### src/rtl/stkrf_pkg.sv
package stkrf_pkg;

    localparam int STK_IDXW  = 3;
    localparam int STK_DEPTH = 1 << STK_IDXW;
    localparam int STK_WIDTH = 80;

    typedef logic [STK_IDXW-1:0] slot_t;

    typedef enum logic [2:0] {
        OP_NOP   = 3'd0,
        OP_PUSH  = 3'd1,
        OP_POP   = 3'd2,
        OP_XCHG  = 3'd3,
        OP_OPER  = 3'd4,
        OP_WRITE = 3'd5
    } stk_op_e;

    // Control decisions taken for one cycle.
    typedef struct packed {
        logic  cwr_en;    // command write (push / indexed write)
        slot_t cwr_slot;
        logic  bwr_en;    // write-back write
        slot_t bwr_slot;
        logic  clr_en;    // pop frees a slot
        slot_t clr_slot;
        logic  ptr_inc;
        logic  ptr_dec;
        logic  swap_en;   // exchange: swap two map positions
        slot_t swap_a;
        slot_t swap_b;
        logic  ovf;
        logic  unf;
    } stk_ctl_t;

    // Map position of a relative index, wrapping modulo depth.
    function automatic slot_t rel_pos(slot_t top, slot_t off);
        slot_t r;
        r = top + off;
        return r;
    endfunction

endpackage

### src/rtl/stkrf_ptr.sv
module stkrf_ptr
    import stkrf_pkg::*;
(
    input  logic  clk,
    input  logic  rst,
    input  logic  inc,
    input  logic  dec,
    output slot_t top_o
);
    slot_t top_q;

    always_ff @(posedge clk) begin
        if (rst)
            top_q <= '0;
        else if (inc)
            top_q <= top_q + slot_t'(1);
        else if (dec)
            top_q <= top_q - slot_t'(1);
    end

    assign top_o = top_q;
endmodule

### src/rtl/stkrf_map.sv
module stkrf_map
    import stkrf_pkg::*;
(
    input  logic                  clk,
    input  logic                  rst,
    input  logic                  swap_en,
    input  slot_t                 swap_a,
    input  slot_t                 swap_b,
    output slot_t [STK_DEPTH-1:0] map_o
);
    slot_t [STK_DEPTH-1:0] map_q;

    for (genvar p = 0; p < STK_DEPTH; p++) begin : g_pos
        localparam slot_t POS = slot_t'(p);
        always_ff @(posedge clk) begin
            if (rst)
                map_q[p] <= POS;
            else if (swap_en && swap_a == POS)
                map_q[p] <= map_q[swap_b];
            else if (swap_en && swap_b == POS)
                map_q[p] <= map_q[swap_a];
        end
    end

    assign map_o = map_q;
endmodule

### src/rtl/stkrf_store.sv
module stkrf_store
    import stkrf_pkg::*;
#(
    parameter int WIDTH = STK_WIDTH
) (
    input  logic                 clk,
    input  logic                 rst,
    input  logic                 cwr_en,
    input  slot_t                cwr_slot,
    input  logic [WIDTH-1:0]     cwr_data,
    input  logic                 bwr_en,
    input  slot_t                bwr_slot,
    input  logic [WIDTH-1:0]     bwr_data,
    input  logic                 clr_en,
    input  slot_t                clr_slot,
    input  slot_t                rd_a_slot,
    input  slot_t                rd_b_slot,
    output logic [WIDTH-1:0]     rd_a_data,
    output logic [WIDTH-1:0]     rd_b_data,
    output logic [STK_DEPTH-1:0] valid_o
);
    logic [WIDTH-1:0]     data_q [STK_DEPTH];
    logic [STK_DEPTH-1:0] valid_q;

    for (genvar s = 0; s < STK_DEPTH; s++) begin : g_slot
        localparam slot_t SLOT = slot_t'(s);
        logic c_hit, b_hit, k_hit;
        assign c_hit = cwr_en && (cwr_slot == SLOT);
        assign b_hit = bwr_en && (bwr_slot == SLOT);
        assign k_hit = clr_en && (clr_slot == SLOT);

        // Command data has priority over write-back on the same slot.
        always_ff @(posedge clk) begin
            if (rst)
                data_q[s] <= '0;
            else if (c_hit)
                data_q[s] <= cwr_data;
            else if (b_hit)
                data_q[s] <= bwr_data;
        end

        always_ff @(posedge clk) begin
            if (rst)
                valid_q[s] <= 1'b0;
            else if (c_hit)
                valid_q[s] <= 1'b1;
            else if (k_hit)
                valid_q[s] <= 1'b0;
        end
    end

    assign rd_a_data = data_q[rd_a_slot];
    assign rd_b_data = data_q[rd_b_slot];
    assign valid_o   = valid_q;
endmodule

### src/rtl/stkrf_ctrl.sv
module stkrf_ctrl
    import stkrf_pkg::*;
(
    input  logic [2:0]            cmd_op,
    input  slot_t                 cmd_idx,
    input  logic                  wb_en,
    input  slot_t                 wb_idx,
    input  slot_t                 top,
    input  slot_t [STK_DEPTH-1:0] map,
    input  logic [STK_DEPTH-1:0]  valid,
    output slot_t                 phys_top,
    output slot_t                 phys_idx,
    output stk_ctl_t              ctl
);
    slot_t   pos_idx, pos_new, pos_wb;
    slot_t   phys_new, phys_wb;
    logic    v_top, v_idx, v_new, v_wb;
    stk_op_e op;

    always_comb begin
        pos_idx  = rel_pos(top, cmd_idx);
        pos_new  = top - slot_t'(1);
        pos_wb   = rel_pos(top, wb_idx);
        phys_top = map[top];
        phys_idx = map[pos_idx];
        phys_new = map[pos_new];
        phys_wb  = map[pos_wb];
        v_top    = valid[phys_top];
        v_idx    = valid[phys_idx];
        v_new    = valid[phys_new];
        v_wb     = valid[phys_wb];
        op       = stk_op_e'(cmd_op);
    end

    always_comb begin
        ctl = '0;
        if (wb_en) begin
            if (v_wb) begin
                ctl.bwr_en   = 1'b1;
                ctl.bwr_slot = phys_wb;
            end else begin
                ctl.unf = 1'b1;
            end
        end
        case (op)
            OP_PUSH: begin
                if (v_new) begin
                    ctl.ovf = 1'b1;
                end else begin
                    ctl.cwr_en   = 1'b1;
                    ctl.cwr_slot = phys_new;
                    ctl.ptr_dec  = 1'b1;
                end
            end
            OP_POP: begin
                if (!v_top) begin
                    ctl.unf = 1'b1;
                end else begin
                    ctl.clr_en   = 1'b1;
                    ctl.clr_slot = phys_top;
                    ctl.ptr_inc  = 1'b1;
                end
            end
            OP_XCHG: begin
                if (!(v_top && v_idx)) begin
                    ctl.unf = 1'b1;
                end else begin
                    ctl.swap_en = 1'b1;
                    ctl.swap_a  = top;
                    ctl.swap_b  = pos_idx;
                end
            end
            OP_OPER: begin
                if (!(v_top && v_idx))
                    ctl.unf = 1'b1;
            end
            OP_WRITE: begin
                if (!v_idx) begin
                    ctl.unf = 1'b1;
                end else begin
                    ctl.cwr_en   = 1'b1;
                    ctl.cwr_slot = phys_idx;
                end
            end
            default: ;
        endcase
    end
endmodule

### src/rtl/stk_regfile.sv
module stk_regfile
    import stkrf_pkg::*;
#(
    parameter int WIDTH = STK_WIDTH
) (
    input  logic             clk,
    input  logic             rst,
    input  logic [2:0]       cmd_op,
    input  logic [2:0]       cmd_idx,
    input  logic [WIDTH-1:0] cmd_data,
    input  logic             wb_en,
    input  logic [2:0]       wb_idx,
    input  logic [WIDTH-1:0] wb_data,
    output logic [WIDTH-1:0] top_data,
    output logic             top_valid,
    output logic [WIDTH-1:0] idx_data,
    output logic             idx_valid,
    output logic             ovf,
    output logic             unf
);
    slot_t                 top;
    slot_t [STK_DEPTH-1:0] map;
    logic [STK_DEPTH-1:0]  valid;
    slot_t                 phys_top, phys_idx;
    stk_ctl_t              ctl;
    logic                  ovf_q, unf_q;

    stkrf_ptr u_ptr (
        .clk   (clk),
        .rst   (rst),
        .inc   (ctl.ptr_inc),
        .dec   (ctl.ptr_dec),
        .top_o (top)
    );

    stkrf_map u_map (
        .clk     (clk),
        .rst     (rst),
        .swap_en (ctl.swap_en),
        .swap_a  (ctl.swap_a),
        .swap_b  (ctl.swap_b),
        .map_o   (map)
    );

    stkrf_ctrl u_ctrl (
        .cmd_op   (cmd_op),
        .cmd_idx  (cmd_idx),
        .wb_en    (wb_en),
        .wb_idx   (wb_idx),
        .top      (top),
        .map      (map),
        .valid    (valid),
        .phys_top (phys_top),
        .phys_idx (phys_idx),
        .ctl      (ctl)
    );

    stkrf_store #(.WIDTH(WIDTH)) u_store (
        .clk       (clk),
        .rst       (rst),
        .cwr_en    (ctl.cwr_en),
        .cwr_slot  (ctl.cwr_slot),
        .cwr_data  (cmd_data),
        .bwr_en    (ctl.bwr_en),
        .bwr_slot  (ctl.bwr_slot),
        .bwr_data  (wb_data),
        .clr_en    (ctl.clr_en),
        .clr_slot  (ctl.clr_slot),
        .rd_a_slot (phys_top),
        .rd_b_slot (phys_idx),
        .rd_a_data (top_data),
        .rd_b_data (idx_data),
        .valid_o   (valid)
    );

    always_ff @(posedge clk) begin
        if (rst) begin
            ovf_q <= 1'b0;
            unf_q <= 1'b0;
        end else begin
            ovf_q <= ctl.ovf;
            unf_q <= ctl.unf;
        end
    end

    assign top_valid = valid[phys_top];
    assign idx_valid = valid[phys_idx];
    assign ovf       = ovf_q;
    assign unf       = unf_q;
endmodule

### config.mk
export PLATFORM = sky130hd
export DESIGN_NAME = stk_regfile
export DESIGN_NICKNAME = d
export VERILOG_FILES = /design/src/rtl/stkrf_pkg.sv /design/src/rtl/stkrf_ptr.sv /design/src/rtl/stkrf_map.sv /design/src/rtl/stkrf_store.sv /design/src/rtl/stkrf_ctrl.sv /design/src/rtl/stk_regfile.sv
export SDC_FILE = /design/constraint.sdc
export NUM_CORES = 2
export LEC_CHECK = 0
export ABC_AREA = 0
export ABC_CLOCK_PERIOD_IN_PS = 12600
export BUFFER_PORTS_ARGS = -buffer_cell sky130_fd_sc_hd__buf_2
export CAP_MARGIN = 25
export CELL_PAD_IN_SITES_DETAIL_PLACEMENT = 1
export CELL_PAD_IN_SITES_GLOBAL_PLACEMENT = 1
export CORE_UTILIZATION = 35
export CTS_BUF_LIST = sky130_fd_sc_hd__clkbuf_8
export CTS_CLUSTER_SIZE = 25
export DETAILED_ROUTE_END_ITERATION = 6
export PLACE_DENSITY_LB_ADDON = 0.12
export SLEW_MARGIN = 25
export SYNTH_ARGS = -nofsm -noshare
export SYNTH_HDL_FRONTEND = slang
export SYNTH_SLANG_ARGS = --single-unit
### constraint.sdc
create_clock -name clk -period 12.6 [get_ports clk]
set_input_delay 0.63 -clock clk [delete_from_list [all_inputs] [get_ports clk]]
set_output_delay 0.63 -clock clk [all_outputs]
set_load 0.05 [all_outputs]
* Word-level counts from Yosys, hierarchy flattened
Memory sizes are Yosys's and may differ from the RTL's.
Cells that the tools add are included.
** Operators by class
- Bitwise logic cells :: 17
- Magnitude comparators :: 10
- Equality and inequality tests :: 40
- Add/subtract/negate cells :: 4
- Multiplexer cells :: 146
- Reduce and logical (&&, ||, !) cells :: 65
** Operators by type and width (number)
- $mux W80 :: 16
- $mux W1 :: 86
- $mux W3 :: 24
- $eq A3 B3 Y1 const B :: 22
- $bmux W3 S3 :: 6
- $logic_and A1 B1 Y1 :: 41
- $lt A3 B4 Y1 const B :: 10
- $eq A3 B2 Y1 const B :: 12
- $reduce_bool A2 Y1 :: 17
- $eq A3 B1 Y1 const B :: 6
- $mux W4 :: 4
- $or A1 B1 Y1 :: 16
- $logic_not A3 Y1 :: 5
- $mux W7 :: 2
- $bmux W1 S3 :: 4
- $mux W5 :: 2
- $pmux W4 S2 :: 1
- $add A3 B3 Y3 :: 2
- $reduce_or A2 Y1 :: 2
- $add A3 B1 Y3 const B :: 1
- $pmux W1 S3 :: 1
- $sub A3 B1 Y3 const B :: 1
- $not A1 Y1 :: 1
** Storage, ports and cells
- Bits in writable memories :: 640
- Memories kept :: 1
- Logic and storage cells :: 302
- Flip-flop bits (word level) :: 37
** Memory list
- u_store.data_q :: words 8, bits a word 80, rd ports 2, clocked after Yosys merged registers in 0, write ports 8, RTL line stkrf_store.sv:22 : logic [WIDTH-1:0] data_q [STK_DEPTH];

* Logic depth before layout (Yosys ltp)
- Depth in word-level cells :: 14
- Depth in mapped cells :: 17

* Modules after synthesis
Synthesis repeated with hierarchy kept, for this count alone.
** Unflattened totals
- Cells, all modules :: 2770
- Area, all modules :: 39997.1 um^2
** Modules (own cells, without submodules)
- stkrf_store :: times used 1, area an instance 36495.0 um^2, cells each 2411
- stkrf_map :: times used 1, area an instance 1685.4 um^2, cells each 195
- stkrf_ctrl :: times used 1, area an instance 1488.9 um^2, cells each 138
- stk_regfile :: times used 1, area an instance 180.2 um^2, cells each 10
- stkrf_ptr :: times used 1, area an instance 147.6 um^2, cells each 16

* Worst setup path before layout
Ideal clock, no wire load.
- Path kind :: register to register
- Start :: reg u_ptr.top_q[1] (netlist: u_ptr.top_o[1])
- End :: mem u_store.data_q[1][0] in the netlist's numbering (enable)
- Path buffers :: 2
- Library setup time :: 539 ps
- Data required time :: 12061 ps
- Clock period less this slack :: 7300 ps
- Slack :: 5300 ps
- Stages on the path, launching flop included :: 11
- Data arrival time :: 6761 ps
- Path through :: dfxtp_1 > buf_2 > clkinv_1 > fa_1 > clkbuf_1 > mux4_2 > mux2i_2 > inv_1 > nor2_1 > nand2_1 > o211ai_1
** RTL lines
- from (decl) :: RTL line stkrf_ptr.sv:10 : slot_t top_q;
- from (signal assigned) :: RTL line stkrf_ptr.sv:16 : top_q <= top_q + slot_t'(1);
- from (signal assigned) :: RTL line stkrf_ptr.sv:18 : top_q <= top_q - slot_t'(1);
- to (decl) :: RTL line stkrf_store.sv:22

* Final worst setup path
- Start :: reg u_ptr.top_q[1] (netlist: u_ptr.top_o[1])
- End :: out idx_data[50]
** On the way
- Cells in the longest elaborated chain, start to end :: 4
** Ends and longest elaborated chain
- $add A3 B3 Y3 :: RTL line stkrf_pkg.sv:38 : r = top + off;
- $bmux W3 S3 :: RTL line stkrf_ctrl.sv:25 : phys_idx = map[pos_idx];
- $mux W3 (implied by the code) :: RTL line stkrf_ctrl.sv:25
- $mem_v2 Z8 W80
- to (decl) :: RTL line stk_regfile.sv:16 : output logic [WIDTH-1:0] idx_data,
Every way passes these cells. The select of a mux whose other input is x is not followed.

==> qor.csv <==
metric,value,unit
outcome,completed,
core area,118700,µm²
R2R depth,13,
Cells after Synth,4910,
drt total wl,189600,µm
# port buffers,335,
Final GP Congestion,0.8731,
reg-to-reg setup timing slack,5.68,ns
fraction of layout cells with a size suffix above 1,0.1469,
Clock Tree Root,clkbuf_8,
cell count of the worst hold path,3,
Fin Hold WS,0.1584,ns
required time worst endpoint,11.97,ns
Worst-path clk slew,0.06,ns
worst slew pin tran,1.121,ns
largest net degree at the start of global routing,167,
Post-Syn Area,42160,µm²
vias in the first global route,41230,
R2R Path Start,u_ptr.top_o[1],
Die X,349.1,µm
Adder-Cell Fraction of Synth Area,0.002137,
Pre-antenna DRT Iters,5,
Hold Path Origin,cmd_op[2],
htree depth,4,
post-route ant nets,0,
period utilization,0.5764,
Leak,17.52,nW
crit path DAT,6.63,ns
Avg Inst Size Synth,8.586,µm²
CTS Buf Count,136,
Max IR drop VDD,0.0001363,V
vias per cell,6.095,
Syn Nets,5088,
Synth Area in XOR/XNOR,0.002374,
cts hold-fix bufs,0,
max-cap violations,0,
"Hold Vio Cnt, Final",0,
met1 wire length,80740,µm
PD cells,201.7,nW/µm²
most frequent cells in the layout,"1,552 x nand2_1, 821 x nand3_1, 640 x edfxtp_1",
"EDFF count, synth",640,
asr flop ratio synth,0,
critical path startpoint category,flip-flop,
met3 wire len,12450,µm
Layout area overhead,11.30,%
Total Die Area,121800,µm²
clock sinks,677,
# resized after CTS,0,
global route overflow,0,
Clock Skew,0.02826,ns
mux contribution to synthesized area,0.02472,
area share of the largest cell type after synthesis,0.4559,
Layout Utilization,0.3953,
Die H,349.1,µm
Skew-Pair Late Insertion Delay,0.84,ns
max-slew violation count,0,
Max transition margin,0.2528,
largest cells by area after synthesis,"edfxtp_1 46%, nand2_1 14%, nand3_1 9.8%",
setup bufs post-CTS,0,
critical path type,reg2out,
sequential area share after synthesis,0.4734,
first-iteration detailed-routing DRC count,3461,
Total GRT Usage,0.3047,
Via Count,40410,
unrepaired setup endpoints after global routing,false,
Initial Utilization,0.3551,
main combinational cell family by area after synthesis,simple AND/OR/NAND/NOR gates,
highest metal used,met5,
DRC viols,0,
Placed Instance Area,44380,µm²
DR WL met2,90200,µm
cell taking the most area after synthesis,edfxtp_1,
critical path capture point type,output port,
post-synthesis cell type count,71,
"Design Area, Final",46920,µm²
Max Fanout on Critical Path,144,
HP Class,in2reg,
initial antenna violation count,33,
Post-Synth Simple-Gate Area,0.2667,
cell row count,126,
Compound-Gate Fraction of Synth Area,0.1744,
"most common cell after layout, fill and taps aside",nand2_1,
Final nets,5092,
post-synthesis register bit count,677,
estimated wirelength of the detail-placed design,103900,µm
CTS Buffer Depth,3,
I/O Pins,336,
final setup fails,0,
setup_tns,0,ns
CTS tree,built,
first-pass GRT wire length,274600,µm
routed wire length per instance,28.61,µm
r2r endpoint,u_store.data_q[1][60],
hold endpoint,unf,
YS warnings,0,
Fmax achieved,137.7,MHz
Synth Flop Type,edfxtp_1,
crit path time final,7.263,ns
==> metal layers <==
layer | vias to the layer above | GRT usage
li1 | 17820 | -
met3 | 399 | 0.04748
met5 | - | 0
met2 | 1613 | 0.5116
met1 | 20550 | 0.3926
met4 | 26 | 0.1165
==> Yosys cell counts, types with 6 or more instances <==
| library cell | instances |
|---|---|
| a211o_1 | 14 |
| a211oi_1 | 14 |
| a21oi_1 | 111 |
| a22o_1 | 401 |
| a311oi_1 | 81 |
| a31o_2 | 80 |
| and2_1 | 9 |
| and3_1 | 91 |
| buf_1 | 26 |
| buf_2 | 78 |
| buf_6 | 10 |
| clkbuf_1 | 347 |
| clkbuf_2 | 78 |
| dfxtp_1 | 37 |
| edfxtp_1 | 640 |
| inv_1 | 14 |
| mux2_2 | 16 |
| mux2i_1 | 24 |
| mux4_2 | 24 |
| nand2_1 | 1557 |
| nand2b_1 | 13 |
| nand3_1 | 822 |
| nor2_1 | 51 |
| nor2b_1 | 15 |
| nor3_1 | 8 |
| o21ai_0 | 172 |
| o21ai_1 | 80 |
| o22ai_1 | 6 |
==> flip-flops by register name, indices dropped and copies added (netlist names) <==
name and flops:
u_store.data_q 640, u_map.map_o 24, u_store.valid_o 8, u_ptr.top_o 3
ovf 1, unf 1
==> report_power, final <==
group	internal (mW)	switching (mW)	leakage (nW)
Sequential	2.61	0.0778	6.93
Clock	1.07	1.06	1.39
Combinational	1.06	3.57	9.20
==> kinds of logic after synthesis <==
logic type | count (synthesis)
adders and majority gates | 6
buffers and inverters | 558
muxes | 68
and+or+nand+nor | 2595
DFF | 677
xor gates and xnor gates | 6
AOI/OAI and AO/OA | 1000
==> how the worst max path moves through the flow <==
| stage | from | to | slack, ns | depth (start not counted) |
|---|---|---|---|---|
| CTS | u_ptr.top_o[1] | idx_data[19] | 5.24 | 12 |
| global placement | u_ptr.top_o[1] | u_store.data_q[0][45] | 5.75 | 12 |
| floorplan | u_ptr.top_o[1] | u_store.data_q[1][0] | 5.30 | 10 |
| detailed placement | u_ptr.top_o[1] | u_store.data_q[0][39] | 5.63 | 12 |
| global route | u_ptr.top_o[1] | idx_data[77] | 5.10 | 12 |
| finish | u_ptr.top_o[1] | idx_data[50] | 5.34 | 12 |
==> per-stage QoR <==
| stage | setup slack, ns | cells | total power, mW |
|---|---|---|---|
| after global routing | 5.096 | 6625 | 9.828 |
| after CTS | 5.238 | 6615 | 9.481 |
| after floorplan | 5.300 | 4910 | 5.863 |
| final | 5.337 | 6629 | 9.463 |
| after detailed placement | 5.629 | 6373 | 7.350 |
| after global placement | 5.754 | 6372 | 7.315 |
==> critical path, stage by stage (launching register included) <==
cell and delay [ns]:
dfxtp_1 0.32, buf_4 0.28, clkinv_1 0.48, fa_1 1.13
mux4_2 0.64, mux2i_4 0.23, buf_4 0.79, buf_12 0.65
nand2_1 0.11, and3_1 0.20, a311oi_1 0.31, a31o_2 0.22
buf_2 0.29
==> area by class of cell <==
type	count	area, µm²
repair buffers	407	2379
well taps	1600	2002
diodes	11	27.53
flip-flops and latches	677	19960
inverters	17	68.82
fillers	13960	71790
multi-input cells	3675	20060
clock buffers	141	1941
clock inverters	101	483.0
(Power assumes the default switching activity.)
